### config.mk
export PLATFORM = sky130hd
export DESIGN_NAME = rx_daddr_filter
export DESIGN_NICKNAME = d
export VERILOG_FILES = /design/src/rtl/rxf_pkg.sv /design/src/rtl/rxf_cfg_regs.sv /design/src/rtl/rxf_hash_fold.sv /design/src/rtl/rxf_exact_match.sv /design/src/rtl/rx_daddr_filter.sv
export SDC_FILE = /design/constraint.sdc
export NUM_CORES = 1
export LEC_CHECK = 0
export ABC_AREA = 0
export BUFFER_PORTS_ARGS = -buffer_cell sky130_fd_sc_hd__buf_2
export CAP_MARGIN = 30
export CORE_UTILIZATION = 35
export CTS_BUF_LIST = sky130_fd_sc_hd__clkbuf_8 sky130_fd_sc_hd__clkbuf_16
export CTS_CLUSTER_DIAMETER = 50
export CTS_CLUSTER_SIZE = 40
export DETAILED_ROUTE_END_ITERATION = 6
export SYNTH_ARGS = -nofsm -noshare
export SYNTH_HDL_FRONTEND = slang
export SYNTH_SLANG_ARGS = --single-unit
### constraint.sdc
create_clock -name clk -period 2.6 [get_ports clk]
set_input_delay 0.39 -clock clk [delete_from_list [all_inputs] [get_ports clk]]
set_output_delay 0.39 -clock clk [all_outputs]
set_load 0.03 [all_outputs]
### src/rtl/rxf_pkg.sv
package rxf_pkg;
  localparam int MAC_W    = 48;
  localparam int HASH_W   = 6;
  localparam int HASH_N   = 1 << HASH_W;
  localparam int WORD_W   = 32;

  typedef enum logic [2:0] {
    SRC_NONE    = 3'd0,
    SRC_EXACT   = 3'd1,
    SRC_BCAST   = 3'd2,
    SRC_HASH    = 3'd3,
    SRC_ALLMC   = 3'd4,
    SRC_PROMISC = 3'd5
  } src_e;

  // Address bits that fold into hash index bit j.
  function automatic logic [MAC_W-1:0] fold_mask(input int j);
    logic [MAC_W-1:0] m;
    m = '0;
    for (int k = 0; k < MAC_W; k++)
      if ((k % HASH_W) == j) m[k] = 1'b1;
    return m;
  endfunction
endpackage

### src/rtl/rxf_cfg_regs.sv
module rxf_cfg_regs
  import rxf_pkg::*;
#(
  parameter int N_EXACT = 8,
  parameter int CFG_AW  = 5
) (
  input  logic                          clk,
  input  logic                          rst_n,
  input  logic                          cfg_we,
  input  logic [CFG_AW-1:0]             cfg_addr,
  input  logic [WORD_W-1:0]             cfg_wdata,
  output logic [N_EXACT-1:0][MAC_W-1:0] entries,
  output logic [HASH_N-1:0]             hash_tbl,
  output logic                          copy_all,
  output logic                          all_multi
);
  localparam logic [CFG_AW-1:0] HASH_LO_A = CFG_AW'(2*N_EXACT);
  localparam logic [CFG_AW-1:0] HASH_HI_A = CFG_AW'(2*N_EXACT + 1);
  localparam logic [CFG_AW-1:0] CTRL_A    = CFG_AW'(2*N_EXACT + 2);
  localparam int HI_W = MAC_W - WORD_W;

  for (genvar i = 0; i < N_EXACT; i++) begin : g_ent
    localparam logic [CFG_AW-1:0] LO_A = CFG_AW'(2*i);
    localparam logic [CFG_AW-1:0] HI_A = CFG_AW'(2*i + 1);
    logic [MAC_W-1:0] ent_q;
    always_ff @(posedge clk or negedge rst_n) begin
      if (!rst_n) begin
        ent_q <= '0;
      end else if (cfg_we) begin
        if (cfg_addr == LO_A) ent_q[WORD_W-1:0]     <= cfg_wdata;
        if (cfg_addr == HI_A) ent_q[MAC_W-1:WORD_W] <= cfg_wdata[HI_W-1:0];
      end
    end
    assign entries[i] = ent_q;
  end

  logic [WORD_W-1:0] hlo_q, hhi_q;
  logic              copy_q, amc_q;

  always_ff @(posedge clk or negedge rst_n) begin
    if (!rst_n) begin
      hlo_q  <= '0;
      hhi_q  <= '0;
      copy_q <= 1'b0;
      amc_q  <= 1'b0;
    end else if (cfg_we) begin
      if (cfg_addr == HASH_LO_A) hlo_q <= cfg_wdata;
      if (cfg_addr == HASH_HI_A) hhi_q <= cfg_wdata;
      if (cfg_addr == CTRL_A) begin
        copy_q <= cfg_wdata[0];
        amc_q  <= cfg_wdata[1];
      end
    end
  end

  assign hash_tbl  = {hhi_q, hlo_q};
  assign copy_all  = copy_q;
  assign all_multi = amc_q;
endmodule

### src/rtl/rxf_hash_fold.sv
module rxf_hash_fold
  import rxf_pkg::*;
(
  input  logic [MAC_W-1:0]  da,
  output logic [HASH_W-1:0] idx
);
  for (genvar j = 0; j < HASH_W; j++) begin : g_bit
    localparam logic [MAC_W-1:0] MASK = fold_mask(j);
    assign idx[j] = ^(da & MASK);
  end
endmodule

### src/rtl/rxf_exact_match.sv
module rxf_exact_match
  import rxf_pkg::*;
#(
  parameter int N_EXACT = 8,
  parameter int IDX_W   = 3
) (
  input  logic [MAC_W-1:0]              da,
  input  logic [N_EXACT-1:0][MAC_W-1:0] entries,
  output logic                          hit,
  output logic [IDX_W-1:0]              hit_idx
);
  logic [N_EXACT-1:0] eq;

  for (genvar i = 0; i < N_EXACT; i++) begin : g_cmp
    assign eq[i] = (entries[i] == da);
  end

  // Lowest index wins: scan downward so the last assignment is the lowest.
  always_comb begin
    hit     = 1'b0;
    hit_idx = '0;
    for (int i = N_EXACT - 1; i >= 0; i--) begin
      if (eq[i]) begin
        hit     = 1'b1;
        hit_idx = IDX_W'(i);
      end
    end
  end
endmodule

### src/rtl/rx_daddr_filter.sv
module rx_daddr_filter
  import rxf_pkg::*;
#(
  parameter int N_EXACT = 8,
  parameter int CFG_AW  = $clog2(2*N_EXACT + 3),
  parameter int IDX_W   = (N_EXACT > 1) ? $clog2(N_EXACT) : 1
) (
  input  logic              clk,
  input  logic              rst_n,
  input  logic              cfg_we,
  input  logic [CFG_AW-1:0] cfg_addr,
  input  logic [31:0]       cfg_wdata,
  input  logic              addr_valid,
  output logic              addr_ready,
  input  logic [47:0]       da,
  output logic              res_valid,
  input  logic              res_ready,
  output logic              res_accept,
  output logic [2:0]        res_src,
  output logic [IDX_W-1:0]  res_idx
);
  logic [N_EXACT-1:0][MAC_W-1:0] entries;
  logic [HASH_N-1:0]             hash_tbl;
  logic                          copy_all, all_multi;
  logic [HASH_W-1:0]             hidx;
  logic                          hit;
  logic [IDX_W-1:0]              hit_idx;

  rxf_cfg_regs #(.N_EXACT(N_EXACT), .CFG_AW(CFG_AW)) u_regs (
    .clk, .rst_n, .cfg_we, .cfg_addr, .cfg_wdata,
    .entries, .hash_tbl, .copy_all, .all_multi
  );

  rxf_hash_fold u_fold (.da(da), .idx(hidx));

  rxf_exact_match #(.N_EXACT(N_EXACT), .IDX_W(IDX_W)) u_cam (
    .da(da), .entries(entries), .hit(hit), .hit_idx(hit_idx)
  );

  logic             is_mc, is_bc;
  src_e             nxt_src;
  logic [IDX_W-1:0] nxt_idx;

  assign is_mc = da[0];
  assign is_bc = &da;

  always_comb begin
    nxt_src = SRC_NONE;
    nxt_idx = '0;
    if (hit) begin
      nxt_src = SRC_EXACT;
      nxt_idx = hit_idx;
    end else if (is_bc) begin
      nxt_src = SRC_BCAST;
    end else if (is_mc && hash_tbl[hidx]) begin
      nxt_src = SRC_HASH;
    end else if (is_mc && all_multi) begin
      nxt_src = SRC_ALLMC;
    end else if (copy_all) begin
      nxt_src = SRC_PROMISC;
    end
  end

  logic take;
  assign addr_ready = !res_valid || res_ready;
  assign take       = addr_valid && addr_ready;

  src_e src_q;

  always_ff @(posedge clk or negedge rst_n) begin
    if (!rst_n) begin
      res_valid  <= 1'b0;
      res_accept <= 1'b0;
      src_q      <= SRC_NONE;
      res_idx    <= '0;
    end else if (take) begin
      res_valid  <= 1'b1;
      res_accept <= (nxt_src != SRC_NONE);
      src_q      <= nxt_src;
      res_idx    <= nxt_idx;
    end else if (res_ready) begin
      res_valid  <= 1'b0;
    end
  end

  assign res_src = src_q;
endmodule

# Word level (Yosys, flattened, before mapping)
# Cells that the tools add are included.
# W data, S select, Z words.
[word_totals]
regBits = 458
latchBits = 0
ram_bits = 0
romBits = 0
in_bits = 90
wordCells = 111
mem_count = 0
[classes]
n_addsub = 0
n_mul = 0
div_mod_pow = 0
magnitude_cmp = 1
n_eq_ne = 26
shift = 0
n_mux = 26
bitwise = 0
n_reduce_logical = 34
[op_table]
columns = ["operator", "count"]
rows = [
  ["$eq A48 B48 Y1", 8],
  ["$reduce_xor A48 Y1", 6],
  ["$reduce_and A48 Y1", 1],
  ["$mux W3", 14],
  ["$eq A5 B4 Y1 const B", 8],
  ["$reduce_and A2 Y1", 19],
  ["$eq A5 B3 Y1 const B", 4],
  ["$eq A5 B5 Y1 const B", 3],
  ["$mux W1", 11],
  ["$eq A5 B2 Y1 const B", 2],
  ["$lt A6 B7 Y1 const B", 1],
  ["$bmux W1 S6", 1],
  ["$eq A5 B1 Y1 const B", 1],
  ["$logic_not A5 Y1", 1],
  ["$logic_and A1 B1 Y1", 3],
  ["$reduce_bool A3 Y1", 1],
  ["$reduce_bool A2 Y1", 1],
  ["$logic_not A1 Y1", 1],
  ["$logic_or A1 B1 Y1", 1],
]

# Longest topological paths before layout
[logic_depth]
depth_word = 11
mapped_depth = 12
depth_no_buf = 9

# Modules after synthesis
# From an unflattened synthesis, not the netlist that was laid out.
[hier_totals]
hier_cells = 1708
hier_area_um2 = 23227.3
[by_module_without_submodules]
columns = ["mod", "instances", "cells_per_inst", "area_per_inst_um2", "seq_area_each_um2"]
rows = [
  ["rxf_cfg_regs", 1, 1004, 17091.4, 11260.8],
  ["rxf_exact_match", 1, 573, 4728.3, 0.0],
  ["rx_daddr_filter", 1, 89, 1039.7, 200.2],
  ["rxf_hash_fold", 1, 42, 367.9, 0.0],
]

# Least setup slack after synthesis
# Ideal clock, no wire load.
[synth_timing]
path_kind = "input -> register"
start = "input da[42]"
end = "register src_q[1] (netlist: res_src[1])"
setup_ps = 142
arrival_ps = 2451
slack_ps = 6
cell_stages = 12
path_buffers = 3
path_cell_list = "buf_6 xor2_1 xnor2_1 xnor2_1 buf_6 buf_8 mux2i_1 mux2i_1 mux2_2 a22o_1 o211ai_2 a41oi_1"
[synth_between]
elab_chain_cells = 10
elab_cells_between_ends = 24
classes_between = "eq/ne: 8; mux: 13; reduce/logical: 3"
[synth_lines]
columns = ["item", "line", "rtl"]
rows = [
  ["start: declaration", "rx_daddr_filter.sv:15", "input logic [47:0] da,"],
  ["parallel branches: the longest is 9 deep, another holds $reduce_xor A48 Y1", "--", ""],
  ["$mux W3 *", "rx_daddr_filter.sv:50", "if (hit) begin"],
  ["end signal: assignment", "rx_daddr_filter.sv:79", "src_q <= nxt_src;"],
  ["end: declaration", "rx_daddr_filter.sv:68", "src_e src_q;"],
]
# Every way passes the cells marked *. The select of a mux whose other input is x is not followed.
# A chain may end at the register's enable or synchronous reset.

# Worst setup path after layout
[layout_timing]
start = "register u_regs.g_ent[3].ent_q[22]"
end = "register src_q[2] (netlist: res_src[2])"
[layout_between]
elab_chain_cells = 6
[layout_lines]
columns = ["item", "line", "rtl"]
rows = [
  ["start: declaration", "rxf_cfg_regs.sv:25", "logic [MAC_W-1:0] ent_q;"],
  ["start signal: indexed assignment", "rxf_cfg_regs.sv:30", "if (cfg_addr == LO_A) ent_q[WORD_W-1:0] <= cfg_wdata;"],
  ["start signal: indexed assignment", "rxf_cfg_regs.sv:31", "if (cfg_addr == HI_A) ent_q[MAC_W-1:WORD_W] <= cfg_wdata[HI_W-1:0];"],
  ["$eq A48 B48 Y1", "rxf_exact_match.sv:15", "assign eq[i] = (entries[i] == da);"],
  ["$mux W1 (4 in series)", "rxf_exact_match.sv:23", "if (eq[i]) begin"],
  ["$mux W3", "rx_daddr_filter.sv:50", ""],
]
# No other way between the ends.

==> metrics <==
outcome finished clean; first-iteration detailed-routing DRC count 1218; reg2reg setup slack 0.04 ns; global-route wire length before repair 123000 microns; deepest clock path buffer count 3; share of total power in the clock network 34.0%; Final TNS setup 0 ns; DR vias 15700; Syn Nets 1827; most frequent standard cell in the layout excluding fill and tap cells dfrtp_1; count of warnings emitted by yosys 0; Layout Area Growth over Synthesis 23.9%; length of the first detailed-routing pass in iterations 5; final worst path period need 2.56 ns; max_slew headroom 40.4%; overall routed net length 84600 microns; Sw Ratio 30.6%; clock skew after layout 0.0222 ns; power dissipated by switching net loads 0.00674 W; setup repair after global routing missed its margin true; routed wire length per instance 29.0 microns; proportion of layout cells with a drive suffix above 1 46.0%; H-Tree Level Count 2; class of the tightest hold or removal check in -> reg; final standard cell count with taps included and fillers excluded 2918; TritonCTS Buffers 47; root buffer cell clkbuf_16; number of hold violations in the final report 0; number of port buffers 98; starting utilization of the core area 35.4%; die height 257 microns; detail-routed via count per cell 5.38; post-detailed-route count of antenna-violating nets 0; Total Nets Final 2115; reg-to-reg startpoint u_regs.g_ent[3].ent_q[22]; final setup violation count 0; #FFs+latches synth 458; antenna violations before repair 7; proportion of synthesized chip area in sequential cells 50.2%; number of placed cells counting well taps 2830; Max VDD drop 521 uV; count of unique library cells instantiated by Yosys 39; highest achievable clock rate 390 MHz; diodes inserted 0; area of the placeable core 0.0645 sq mm; arrival time of data at the critical path endpoint 3.05 ns; post-synthesis instance area 0.0228 sq mm; nature of the critical path endpoint flop; uppermost layer routed met5; max-slew violation count 0; leakage power 13.4 nW; latest clock arrival within the worst-skew pair 0.61 ns; Worst Path Required 3.08 ns; vias in the first global route 16700; Total GRT Usage 25.9%; mean post-synth cell area 13.1 sq um; CP Class reg -> reg; CTS tree yes; largest net degree at the start of global routing 77; # rows 93; power density relative to cell area 778 mW/mm^2; critical path peak fanout 5; routed wl met3 4520 microns; clock net sink count 458; CTS clk-pin slew, worst paths 0.08 ns; Max-cap violations 0; CP endpoint res_src[2]; most frequent cells in the layout dfrtp_1 (458), mux2_2 (452), xor2_1 (388); length of routed wiring on met1 35600 microns; total global routing overflow 0; portion of total power attributed to sequential cells 42.8%; final weighted congestion in routability-driven placement 0.946; top-level port count 99; launching element type of the critical path flop; die width 257 microns; DRC violation count after routing 0; gate count after technology mapping 1737; Reg2Reg Depth 10; startpoint of the most critical setup path u_regs.g_ent[3].ent_q[22]; slew at the pin with the worst max-slew slack 0.894 ns; Reg2Reg Capture Point res_src[2]; WL met2 39700 microns; internal power 0.0153 W; post-route clock period utilization 98.6%; total power of the final layout 0.0220 W; Total Die Area 0.0663 sq mm; estimated wirelength of the detail-placed design 58800 microns; Combinational Power Share 23.2%
## worst max-delay path, cell delays in order, from the launching register on
cell and delay (ns):
dfrtp_1 0.39, xor2_1 0.26, nor4_2 0.33, buf_4 0.17, nand4_1 0.21, nor3_2 0.27
nor2_1 0.09, and3_1 0.22, and2_4 0.16, and4b_1 0.17, a22o_1 0.19
## power by group through the flow
stage                     Sequential (W)  Combinational (W)  Clock [W]
after global routing             0.00960            0.00546    0.00787
after CTS                        0.00941            0.00507    0.00760
final                            0.00942            0.00512    0.00749
after detailed placement         0.00954            0.00502          0
after global placement           0.00947            0.00492          0
after floorplan                  0.00934            0.00308          0
## registers in the layout, indices dropped and copies added, names as in the netlist
| name | cells |
|---|---|
| res_valid | 1 |
| u_regs.all_multi | 1 |
| u_regs.g_ent.ent_q | 384 |
| res_accept | 1 |
| u_regs.copy_all | 1 |
| u_regs.hhi_q | 32 |
| res_src | 3 |
| u_regs.hlo_q | 32 |
| res_idx | 3 |
## repair_timing
| action | 4_1_cts | 5_1_grt |
|---|---|---|
| hold buffers | 1 | 0 |
| hold endpoints to repair | 54 | 0 |
| resized for setup | 16 | 14 |
| buffers inserted | 0 | 0 |
| setup endpoints to repair | 6 | 4 |
| pin swaps | 5 | 3 |
## final cells by class
class	instances	area, sq um
clock buffer	53	1280
clock inverter	34	442
fill	5934	36200
inverter	3	11.3
multi-input combinational	1147	10900
sequential	458	11500
tap	855	1070
timing repair buffer	368	3100
## per-layer routing
layer / global-route usage (%) / vias to the layer above
met5: 0 / -
met4: 13.0 / 4
met3: 3.29 / 185
met2: 41.9 / 539
met1: 34.0 / 8324
li1: - / 6661
## stage by stage
step / worst slack (ns) / hold slack, ns / cell area (sq um) / utilization, %
after CTS: 0.0300 / 0.0230 / 28200 / 43.8
after global placement: -0.689 / 0.480 / 26400 / 40.9
after detailed placement: -0.627 / 0.486 / 26400 / 40.9
final: 0.0355 / 0.0427 / 28300 / 43.9
after global routing: -0.0250 / 0.0390 / 28300 / 43.9
after floorplan: 0.00646 / 0.0944 / 22800 / -
## synth_stat cells (all sizes together)
| library cell | instances | area, sq um |
|---|---|---|
| a21oi | 9 | 45.0 |
| a22o | 3 | 26.3 |
| a22oi | 1 | 12.5 |
| a2bb2oi | 2 | 17.5 |
| a31oi | 1 | 6.26 |
| a41oi | 1 | 8.76 |
| and2 | 5 | 31.3 |
| and3 | 1 | 6.26 |
| and4 | 1 | 8.76 |
| and4b | 1 | 10.0 |
| buf | 90 | 500 |
| clkbuf | 39 | 146 |
| dfrtp | 458 | 11500 |
| inv | 3 | 11.3 |
| mux2 | 452 | 5090 |
| mux2i | 16 | 160 |
| mux4 | 10 | 263 |
| nand2 | 26 | 97.6 |
| nand2b | 6 | 37.5 |
| nand3 | 4 | 20.0 |
| nand4 | 42 | 263 |
| nor2 | 12 | 45.0 |
| nor2b | 12 | 75.1 |
| nor3 | 10 | 50.1 |
| nor4 | 101 | 632 |
| o211ai | 1 | 12.5 |
| o21ai | 1 | 5.00 |
| o21bai | 1 | 7.51 |
| o31ai | 1 | 7.51 |
| o41ai | 1 | 8.76 |
| xnor2 | 36 | 349 |
| xor2 | 390 | 3420 |
## kinds of logic after synthesis
| family | after synthesis | share of synthesized area, % |
|---|---|---|
| compound gates | 22 | 0.690 |
| flops | 458 | 50.2 |
| xor+xnor | 426 | 16.5 |
| buf+inv | 132 | 2.88 |
| simple gates | 221 | 5.59 |
| mux | 478 | 24.1 |
## how the worst min path moves through the flow
stage | from | depth (start not counted) | slack (ns) | endpoint
2_1_floorplan | rst_n | 0 | 0.09 | res_accept
3_3_place_gp | u_regs.hlo_q[17] | 1 | 0.48 | u_regs.hlo_q[17]
3_5_place_dp | u_regs.hlo_q[21] | 1 | 0.49 | u_regs.hlo_q[21]
4_1_cts | addr_valid | 2 | 0.02 | res_valid
5_1_grt | addr_valid | 2 | 0.04 | res_valid
6_report | addr_valid | 2 | 0.04 | res_valid
(Power assumes the default switching activity.)
